--- src/rtl/ser3w_pkg.sv ---
// Shared constants and helpers for the three-wire shifter.
// Assumes prescaler codes 0..4 map to power-of-eight-ish dividers; larger codes saturate.
package ser3w_pkg;
    localparam int PSC_W = 11;  // wide enough to hold the largest divider, 1024

    // Divider selected by a prescaler code.
    function automatic logic [PSC_W-1:0] psc_div(input logic [2:0] sel);
        case (sel)
            3'd0:    psc_div = 11'd1;
            3'd1:    psc_div = 11'd8;
            3'd2:    psc_div = 11'd64;
            3'd3:    psc_div = 11'd256;
            default: psc_div = 11'd1024;
        endcase
    endfunction
endpackage

--- src/rtl/ser3w_timer.sv ---
// Prescaled compare timer with clear-on-match.
// Raises a one-cycle match pulse every div*(cmp+1) system cycles while enabled.
// Assumes clr and !en put it back to count zero, which drops any pending match.
module ser3w_timer #(
    parameter int CMP_W = 8
) (
    input  logic             clk,
    input  logic             rst_n,
    input  logic             en,
    input  logic             clr,
    input  logic [2:0]       psc_sel,
    input  logic [CMP_W-1:0] cmp_val,
    output logic             match
);
    import ser3w_pkg::*;

    logic [PSC_W-1:0] pcnt_q;
    logic [CMP_W-1:0] tcnt_q;
    logic [PSC_W-1:0] div;
    logic             ptick;

    assign div   = psc_div(psc_sel);
    assign ptick = en && (pcnt_q == div - 1'b1);
    assign match = ptick && (tcnt_q == cmp_val);

    // Prescaler and compare counters, both cleared when idle or restarted.
    always_ff @(posedge clk) begin
        if (!rst_n || clr || !en) begin
            pcnt_q <= '0;
            tcnt_q <= '0;
        end else begin
            pcnt_q <= ptick ? '0 : pcnt_q + 1'b1;
            if (ptick) tcnt_q <= match ? '0 : tcnt_q + 1'b1;
        end
    end
endmodule

--- src/rtl/ser3w_clkgen.sv ---
// Serial clock source and edge classifier.
// Master: toggles its own line on each timer match while a transfer runs; idles at pol.
// Slave: synchronises the external clock and data through two flops and finds edges.
// An edge is a sampling (leading) edge when the line moves away from the pol level.
module ser3w_clkgen (
    input  logic clk,
    input  logic rst_n,
    input  logic master,
    input  logic pol,
    input  logic init,
    input  logic run,
    input  logic match,
    input  logic sck_i,
    input  logic sdi_i,
    output logic sck_o,
    output logic edge_evt,
    output logic lead_evt,
    output logic sdi_smp
);
    logic       sck_q;
    logic [2:0] sck_sync_q;
    logic [1:0] sdi_sync_q;
    logic       m_edge, s_edge, new_lvl;

    // Master clock line: rests at pol, flips on each match during a transfer.
    always_ff @(posedge clk) begin
        if (!rst_n || init || !run) sck_q <= pol;
        else if (match)             sck_q <= ~sck_q;
    end

    // Two-flop synchronisers for the remote clock and incoming data.
    always_ff @(posedge clk) begin
        if (!rst_n) begin
            sck_sync_q <= '0;
            sdi_sync_q <= '0;
        end else begin
            sck_sync_q <= {sck_sync_q[1:0], sck_i};
            sdi_sync_q <= {sdi_sync_q[0], sdi_i};
        end
    end

    assign m_edge   = run && match;
    assign s_edge   = sck_sync_q[1] ^ sck_sync_q[2];
    assign edge_evt = master ? m_edge : s_edge;
    assign new_lvl  = master ? ~sck_q : sck_sync_q[1];
    assign lead_evt = edge_evt && (new_lvl != pol);
    assign sdi_smp  = master ? sdi_i : sdi_sync_q[1];
    assign sck_o    = sck_q;
endmodule

--- src/rtl/ser3w_shift.sv ---
// Data shift register, both-edge counter, flags and receive buffer.
// Sampling edges capture one input bit; shifting edges move it in at the LSB.
// Assumes edge_evt/lead_evt are single-cycle pulses from the clock source.
module ser3w_shift #(
    parameter int DW = 8
) (
    input  logic          clk,
    input  logic          rst_n,
    input  logic          master,
    input  logic          init,
    input  logic          wr_en,
    input  logic [DW-1:0] wr_data,
    input  logic          edge_evt,
    input  logic          lead_evt,
    input  logic          sdi_smp,
    output logic          sdo,
    output logic          run,
    output logic          load,
    output logic [DW-1:0] rx_data,
    output logic          done,
    output logic          coll
);
    localparam int EDGES = 2 * DW;
    localparam int CW    = $clog2(EDGES);

    logic [CW-1:0] cnt_q;
    logic [DW-1:0] sh_q, rx_q, sh_next;
    logic          smp_q, done_q, coll_q, run_q;
    logic          busy, collide, wrap;

    assign busy    = (cnt_q != '0);
    assign load    = wr_en && !busy && !init;
    assign collide = wr_en && busy && !init;
    assign wrap    = edge_evt && !load && (cnt_q == CW'(EDGES - 1));
    assign sh_next = {sh_q[DW-2:0], smp_q};

    // Transfer state: load, sample/shift per edge, latch result on wrap.
    always_ff @(posedge clk) begin
        if (!rst_n || init) begin
            cnt_q  <= '0;
            sh_q   <= '0;
            smp_q  <= 1'b0;
            rx_q   <= '0;
            done_q <= 1'b0;
            coll_q <= 1'b0;
            run_q  <= 1'b0;
        end else if (load) begin
            sh_q   <= wr_data;
            cnt_q  <= '0;
            done_q <= 1'b0;
            coll_q <= 1'b0;
            run_q  <= master;
        end else begin
            if (collide) coll_q <= 1'b1;
            if (edge_evt) begin
                cnt_q <= cnt_q + 1'b1;
                if (lead_evt) smp_q <= sdi_smp;
                else          sh_q  <= sh_next;
            end
            if (wrap) begin
                done_q <= 1'b1;
                rx_q   <= sh_next;
                run_q  <= 1'b0;
            end
        end
    end

    assign sdo     = sh_q[DW-1];
    assign run     = run_q;
    assign rx_data = rx_q;
    assign done    = done_q;
    assign coll    = coll_q;

    // Refused write must leave the collision flag raised.
    p_coll_set_r6: assert property (@(posedge clk) disable iff (!rst_n)
        collide |=> coll_q);
    // Accepted write clears both flags.
    p_load_clears_r7: assert property (@(posedge clk) disable iff (!rst_n)
        load |=> (!done_q && !coll_q));
    // Receive buffer moves only on completion or init.
    p_rx_hold_r5: assert property (@(posedge clk) disable iff (!rst_n)
        (!wrap && !init) |=> $stable(rx_q));
    // Completion stops the master clock and raises the flag.
    p_wrap_stop_r3: assert property (@(posedge clk) disable iff (!rst_n)
        wrap |=> (!run_q && done_q));
    // Collision and completion in one cycle keep both flags.
    p_both_flags_r11: assert property (@(posedge clk) disable iff (!rst_n)
        (wrap && collide) |=> (done_q && coll_q));
endmodule

--- src/rtl/ser3w_shifter.sv ---
// Top of the timer-clocked three-wire serial shifter.
// Wires the compare timer, the clock source and the shift core together.
// Assumes mode and polarity change only while no transfer is in progress.
module ser3w_shifter #(
    parameter int DW    = 8,
    parameter int CMP_W = 8
) (
    input  logic             clk,
    input  logic             rst_n,
    input  logic             cfg_master,
    input  logic             cfg_pol,
    input  logic             cfg_init,
    input  logic [2:0]       psc_sel,
    input  logic [CMP_W-1:0] cmp_val,
    input  logic             wr_en,
    input  logic [DW-1:0]    wr_data,
    output logic [DW-1:0]    rx_data,
    output logic             done_flag,
    output logic             coll_flag,
    output logic             sck_o,
    output logic             sck_oe,
    input  logic             sck_i,
    output logic             sdo,
    input  logic             sdi
);
    logic run, load, match, edge_evt, lead_evt, sdi_smp;

    ser3w_timer #(.CMP_W(CMP_W)) u_timer (
        .clk(clk), .rst_n(rst_n), .en(run && cfg_master), .clr(load),
        .psc_sel(psc_sel), .cmp_val(cmp_val), .match(match)
    );

    ser3w_clkgen u_clk (
        .clk(clk), .rst_n(rst_n), .master(cfg_master), .pol(cfg_pol),
        .init(cfg_init), .run(run), .match(match), .sck_i(sck_i), .sdi_i(sdi),
        .sck_o(sck_o), .edge_evt(edge_evt), .lead_evt(lead_evt), .sdi_smp(sdi_smp)
    );

    ser3w_shift #(.DW(DW)) u_shift (
        .clk(clk), .rst_n(rst_n), .master(cfg_master), .init(cfg_init),
        .wr_en(wr_en), .wr_data(wr_data), .edge_evt(edge_evt), .lead_evt(lead_evt),
        .sdi_smp(sdi_smp), .sdo(sdo), .run(run), .load(load), .rx_data(rx_data),
        .done(done_flag), .coll(coll_flag)
    );

    assign sck_oe = cfg_master;
endmodule

--- config.mk ---
export PLATFORM = sky130hd
export DESIGN_NAME = ser3w_shifter
export DESIGN_NICKNAME = d
export VERILOG_FILES = /design/src/rtl/ser3w_pkg.sv /design/src/rtl/ser3w_timer.sv /design/src/rtl/ser3w_clkgen.sv /design/src/rtl/ser3w_shift.sv /design/src/rtl/ser3w_shifter.sv
export SDC_FILE = /design/constraint.sdc
export NUM_CORES = 1
export LEC_CHECK = 0
export BUFFER_PORTS_ARGS = -buffer_cell sky130_fd_sc_hd__buf_4
export CAP_MARGIN = 20
export CORE_ASPECT_RATIO = 1.25
export CORE_MARGIN = 5
export CORE_UTILIZATION = 56
export DETAILED_ROUTE_END_ITERATION = 10
export GPL_TIMING_DRIVEN = 0
export HOLD_SLACK_MARGIN = 0.06
export PLACE_DENSITY = 0.8
export RECOVER_POWER = 25
export SLEW_MARGIN = 5
export SYNTH_ARGS = -nofsm -noshare
export SYNTH_HDL_FRONTEND = slang
export SYNTH_SLANG_ARGS = --single-unit
--- constraint.sdc ---
create_clock -name clk -period 2.6 [get_ports clk]
set_clock_uncertainty 0.05 [all_clocks]
set_input_delay 0.39 -clock clk [delete_from_list [all_inputs] [get_ports clk]]
set_output_delay 0.39 -clock clk [all_outputs]
set_load 0.03 [all_outputs]
==> qor.txt, run 1 <==
IO Pins = 40
area grow syn2layout = 16.8%
fmax = 423 MHz
CTS buffer count = 5
Clock transition at path regs = 0.09 ns
DR WL/cell = 13.5 um
Synth cell types = 49
WP data required = 2.79 ns
Crit path largest cell delay = 0.54 ns
leakage = 1.09 nW
top fanout value on the critical path = 7
core area = 0.00443 mm2
FILL cells = 402
dominant synthesized flop cell = dfxtp_1
Commonest cells post-synth = nand2_1 (58), dfxtp_1 (48), nor2_1 (31), a21oi_1 (16), xor2_1 (14)
final wirelength = 5590 um
vias in the first global route = 2143
routability cong. = 0.903
hold path endpoint = u_clk.sck_sync_q[0]
Final Non-Filler Cells = 413
HPWL Detailed = 4030 um
post-route ant nets = 0
Ant. Diodes = 0
Final Hold Fails = 0
count leader, synth = nand2_1
Initial Util = 57.6%
root buffer cell = clkbuf_8
Post-Place Cells = 405
Setup TNS = 0 ns
DR iter-0 viols = 207
fin crit share = 91.0%
post-layout minimum cycle time = 2.37 ns
Most Crowded Layer GR = met2
# DRC = 0
CTS max path bufs = 2
first-pass GRT wire length = 9460 um
pwr dens = 483 mW/mm2
Post-synth EDFFs = 1
RR Startpoint = u_timer.pcnt_q[0]
Async SR Flop Fraction = 0%
area leader, netlist = dfxtp_1
hold_sp = sck_i
grt met1 use = 23.6%
drt via density = 5.58
Site Rows = 27
largest net degree at the start of global routing = 16
die area = 0.00601 mm2
Slowest-stage cell, CP = nor4_4
Setup Buffers After CTS = 0
max-slew violations = 0
crit start category = flip-flop
worst r2r dst = u_shift.sh_q[2]
met3 usage = 4.27%
Seq cells post-synth = 49
Syn Inst Count = 310
layout cell share with drive strength beyond 1 = 15.2%
outcome = completed
Pwr Total = 1.44 mW
top cells by area in the synthesized netlist = dfxtp_1 (38%), nand2_1 (8.5%), mux2i_1 (5.1%)
Mapped Nets = 341
Final nets = 385
CP Cell Sequence = or3_1, a2111oi_2, o2111ai_1, nor4_4, nand2_1, a31oi_1
Tightest Pin Transition = 0.967 ns
I/O Buffers = 37
Register-to-Register Setup Slack = 0.23 ns
maximum VDD drop = 250 uV
worst min-delay path class = in -> reg
Synth top area share = 37.7%
max_cap viols = 0
grt total ovfl = 0
Setup CP Type = reg -> reg
Hold Buf Count CTS = 0
CTS tree = done
H-tree levels = 2
R2R cell count = 6
Worst-Skew Late Latency = 0.31 ns
Hold Path Cell Cnt = 2
Seq/Total Area, Yosys = 38.8%
final setup fails = 0
Worst Path Arrival = 2.56 ns
Warnings, synthesis = 0
PostCTS Resize Cnt = 0
first-pass iteration count of the detailed router = 6
Die Span Y = 85.5 um
RSZ-0062 raised after global routing = no
syn avg cell area = 8.23 um2
Die Wd = 70.4 um
Slew Limit Headroom = 35.2%
initial antenna violation count = 0
Syn Std Cell Area = 0.00255 mm2
crit end category = flip-flop
DR vias = 2304
M2 GR Usage = 32.8%
gr usage total = 19.5%
clock sinks = 49
-- state kept, by name, indices dropped and copies added, names as in the netlist --
signal            count
u_timer.pcnt_q       11
u_shift.rx_data       8
u_shift.sh_q          8
u_timer.tcnt_q        8
u_shift.cnt_q         4
u_clk.sck_sync_q      3
u_clk.sdi_sync_q      2
u_clk.sck_o           1
u_shift.coll          1
u_shift.done          1
u_shift.run           1
u_shift.smp_q         1
-- layout make-up --
class                      count  area (um2)  share of cell area [%]
inverter                       6        22.5                   0.756
tap                           58        72.6                    2.44
buffer                        14        61.3                    2.06
multi-input combinational    241        1480                    49.6
sequential                    49         991                    33.3
clock buffer                   7         108                    3.61
clock inverter                 1        7.51                   0.252
timing repair buffer          37         240                    8.06
-- worst max-delay path by stage --
stage,start,endpoint,slack (ns),cells after the start
5_1_grt,u_timer.pcnt_q[2],u_shift.sh_q[2],0.06,7
3_5_place_dp,psc_sel[2],u_shift.sh_q[7],0.1,7
3_3_place_gp,psc_sel[2],u_shift.sh_q[2],0.15,7
4_1_cts,u_timer.pcnt_q[0],u_shift.sh_q[7],0.26,6
2_1_floorplan,psc_sel[0],u_shift.cnt_q[3],0.46,6
6_report,u_timer.pcnt_q[0],u_shift.sh_q[2],0.23,6
-- placed cells by master, fill, tap and decap left out, types with 2 or more instances in the layout --
cell type,Yosys,final
nand3_1,10,10
nor2b_1,2,2
nor3_1,4,4
clkbuf_1,8,18
or3_1,4,4
buf_4,1,28
o21ai_1,9,9
ha_1,4,4
nor4_1,2,2
dfxtp_1,48,48
buf_2,4,4
clkbuf_8,0,6
inv_1,6,6
and2_1,11,10
nand2b_1,2,2
o22ai_1,2,2
or4_1,2,2
mux2_2,2,2
and3_1,4,4
nand2_1,58,58
a21oi_1,16,16
a31oi_1,8,8
xnor2_1,5,5
a31o_2,5,5
nor2_1,31,31
o21ai_0,3,3
a211o_1,2,2
xor2_1,14,14
nand3b_1,4,4
mux2i_1,13,13
nand4_1,6,6
nor3b_1,2,2
-- kinds of logic after synthesis --
| group | after synthesis | synth area share (%) |
|---|---|---|
| AO/OA/AOI/OAI | 55 | 14.3 |
| adder cells (fa/ha/maj) | 4 | 1.96 |
| multiplexers | 15 | 5.98 |
| buffers and inverters | 20 | 3.29 |
| AND/OR/NAND/NOR | 148 | 29.1 |
| XOR/XNOR | 19 | 6.52 |
| flip-flops | 49 | 38.8 |
-- where the power goes --
part           internal [mW]  switching, mW  total (mW)
combinational         0.0593         0.0747       0.134
sequential             0.762        0.00831       0.770
clock                  0.274          0.261       0.535
total                   1.10          0.344        1.44
-- routing by layer --
layer  vias up  routed length [um]
li1       1170                   -
met1      1071                2450
met2        55                2760
met3         8                 279
met4         0                 105
met5         -                   0
-- metrics by stage --
step	hold WS (ns)	util, %	instance area, um2	setup WS, ns
floorplan	0.362	-	2550	0.461
global placement	0.363	65.6	2900	0.146
detailed placement	0.374	65.6	2900	0.0969
CTS	0.223	68.2	3020	0.257
global route	0.226	67.3	2980	0.0640
finish	0.231	67.3	2980	0.233
-- critical path, delay by kind of cell, from the launching register on --
| family | cells | cell delay [ns] |
|---|---|---|
| AOI/OAI and AO/OA | 3 | 0.85 |
| DFF | 1 | 0.36 |
| and+or+nand+nor | 3 | 1.03 |
(Power assumes the default switching activity.)
==> run 2, diff against run 1 <==
--- a/config.mk
+++ b/config.mk
@@ -6,10 +6,12 @@
 export NUM_CORES = 1
 export LEC_CHECK = 0
 export BUFFER_PORTS_ARGS = -buffer_cell sky130_fd_sc_hd__buf_4
-export CAP_MARGIN = 20
+export CELL_PAD_IN_SITES_DETAIL_PLACEMENT = 0
+export CELL_PAD_IN_SITES_GLOBAL_PLACEMENT = 1
 export CORE_ASPECT_RATIO = 1.25
 export CORE_MARGIN = 5
-export CORE_UTILIZATION = 56
+export CORE_UTILIZATION = 42
+export CTS_CLUSTER_SIZE = 16
 export DETAILED_ROUTE_END_ITERATION = 10
 export GPL_TIMING_DRIVEN = 0
 export HOLD_SLACK_MARGIN = 0.06
==> qor.txt, run 2 (same netlist as run 1, synthesis figures left out) <==
outcome = completed
# DRC = 0
R2R cell count = 6
fmax = 425 MHz
vias in the first global route = 2183
Util after Layout = 50.9%
I/O Buffers = 37
crit end category = flip-flop
layout cell share with drive strength beyond 1 = 14.9%
initial antenna violation count = 0
Tightest Pin Transition = 0.878 ns
final wirelength = 5710 um
CP Cell Sequence = or3_1, a2111oi_2, o2111ai_1, nor4_4, nand2_1, a31oi_1
Largest Register = u_timer.pcnt_q
Initial Util = 43.6%
fin crit share = 90.5%
Site Rows = 31
commonest non-fill, non-tap cells in the layout = nand2_1 (58), dfxtp_1 (48), nor2_1 (31)
final setup fails = 0
crit start category = flip-flop
Hold Buf Count CTS = 0
Pwr Total = 1.35 mW
RSZ-0062 raised after global routing = no
Final nets = 385
max reg flops = 11
Hold Path Cell Cnt = 2
WP data required = 2.78 ns
Slew Limit Headroom = 41.0%
CTS max path bufs = 2
root buffer cell = clkbuf_8
DR iter-0 viols = 122
Worst-Skew Late Latency = 0.30 ns
core area = 0.00586 mm2
Crit path largest cell delay = 0.53 ns
CTS tree = done
maximum VDD drop = 213 uV
drt via density = 5.20
area grow syn2layout = 16.9%
DP Worst Slack = 0.0931 ns
leading cell type in the layout, fill and taps excluded = nand2_1
HPWL Detailed = 4150 um
H-tree levels = 2
Clock transition at path regs = 0.09 ns
post-layout minimum cycle time = 2.35 ns
CTS buffer count = 5
grt total ovfl = 0
leakage = 1.07 nW
post-route ant nets = 0
clock sinks = 49
Die Wd = 79.7 um
routability cong. = 0.792
Ant. Diodes = 0
max-slew violations = 0
Worst Path Arrival = 2.53 ns
FILL cells = 618
DR WL/cell = 13.1 um
Slowest-stage cell, CP = nor4_4
Setup TNS = 0 ns
die area = 0.00774 mm2
first-pass GRT wire length = 10100 um
Setup CP Type = reg -> reg
first-pass iteration count of the detailed router = 4
IO Pins = 40
DR vias = 2272
pwr dens = 452 mW/mm2
largest net degree at the start of global routing = 15
Final Hold Fails = 0
max_cap viols = 0
Die Span Y = 97.1 um
gr usage total = 15.9%
top fanout value on the critical path = 7
worst min-delay path class = in -> reg
Final WS setup = 0.246 ns
-- run 2: final timing paths --
path                            slack (ns)                  end                 from
worst max-delay path                  0.25      u_shift.sh_q[2]    u_timer.pcnt_q[0]
worst max register to register        0.25      u_shift.sh_q[2]    u_timer.pcnt_q[0]
worst min-delay path                  0.25  u_clk.sck_sync_q[0]                sck_i
worst min register to register        0.39  u_clk.sck_sync_q[1]  u_clk.sck_sync_q[0]
-- run 2: metrics by stage --
step | instance area [um2] | instances | hold WS [ns]
global route | 2980 | 437 | 0.250
CTS | 3020 | 437 | 0.238
finish | 2980 | 437 | 0.247
floorplan | 2550 | 310 | 0.362
detailed placement | 2930 | 429 | 0.369
global placement | 2930 | 429 | 0.364
-- run 2: routing by layer --
layer | vias to the layer above | routed length (um) | GRT usage (%)
li1 | 1168 | - | -
met2 | 50 | 2670 | 25.2
met3 | 2 | 261 | 3.06
met5 | - | 0 | 0
met4 | 0 | 42 | 4.63
met1 | 1052 | 2740 | 21.7
-- run 2: layout make-up --
class	instances	area, um2	share of cell area [%]
buffer	14	61.3	2.06
clock buffer	7	76.3	2.56
timing repair buffer	37	240	8.05
inverter	6	22.5	0.755
clock inverter	1	7.51	0.252
sequential	49	991	33.2
multi-input combinational	241	1480	49.7
tap	82	103	3.44
-- run 2: power breakdown --
| part | total [mW] | switching (mW) | internal, mW |
|---|---|---|---|
| clock | 0.445 | 0.254 | 0.191 |
| sequential | 0.770 | 0.00796 | 0.762 |
| combinational | 0.134 | 0.0736 | 0.0599 |
| total | 1.35 | 0.336 | 1.01 |
-- run 2: timing repair --
action / in CTS / in global routing
gates resized for setup: 0 / 1
setup buffers: 0 / 0
endpoints found under the setup margin: 0 / 1
-- run 2: worst max-delay path: cells and delay by family, from the launching register on --
kind / cells / cell delay, ns
AND/OR/NAND/NOR: 3 / 1.03
AO/OA/AOI/OAI: 3 / 0.85
flip-flops: 1 / 0.36
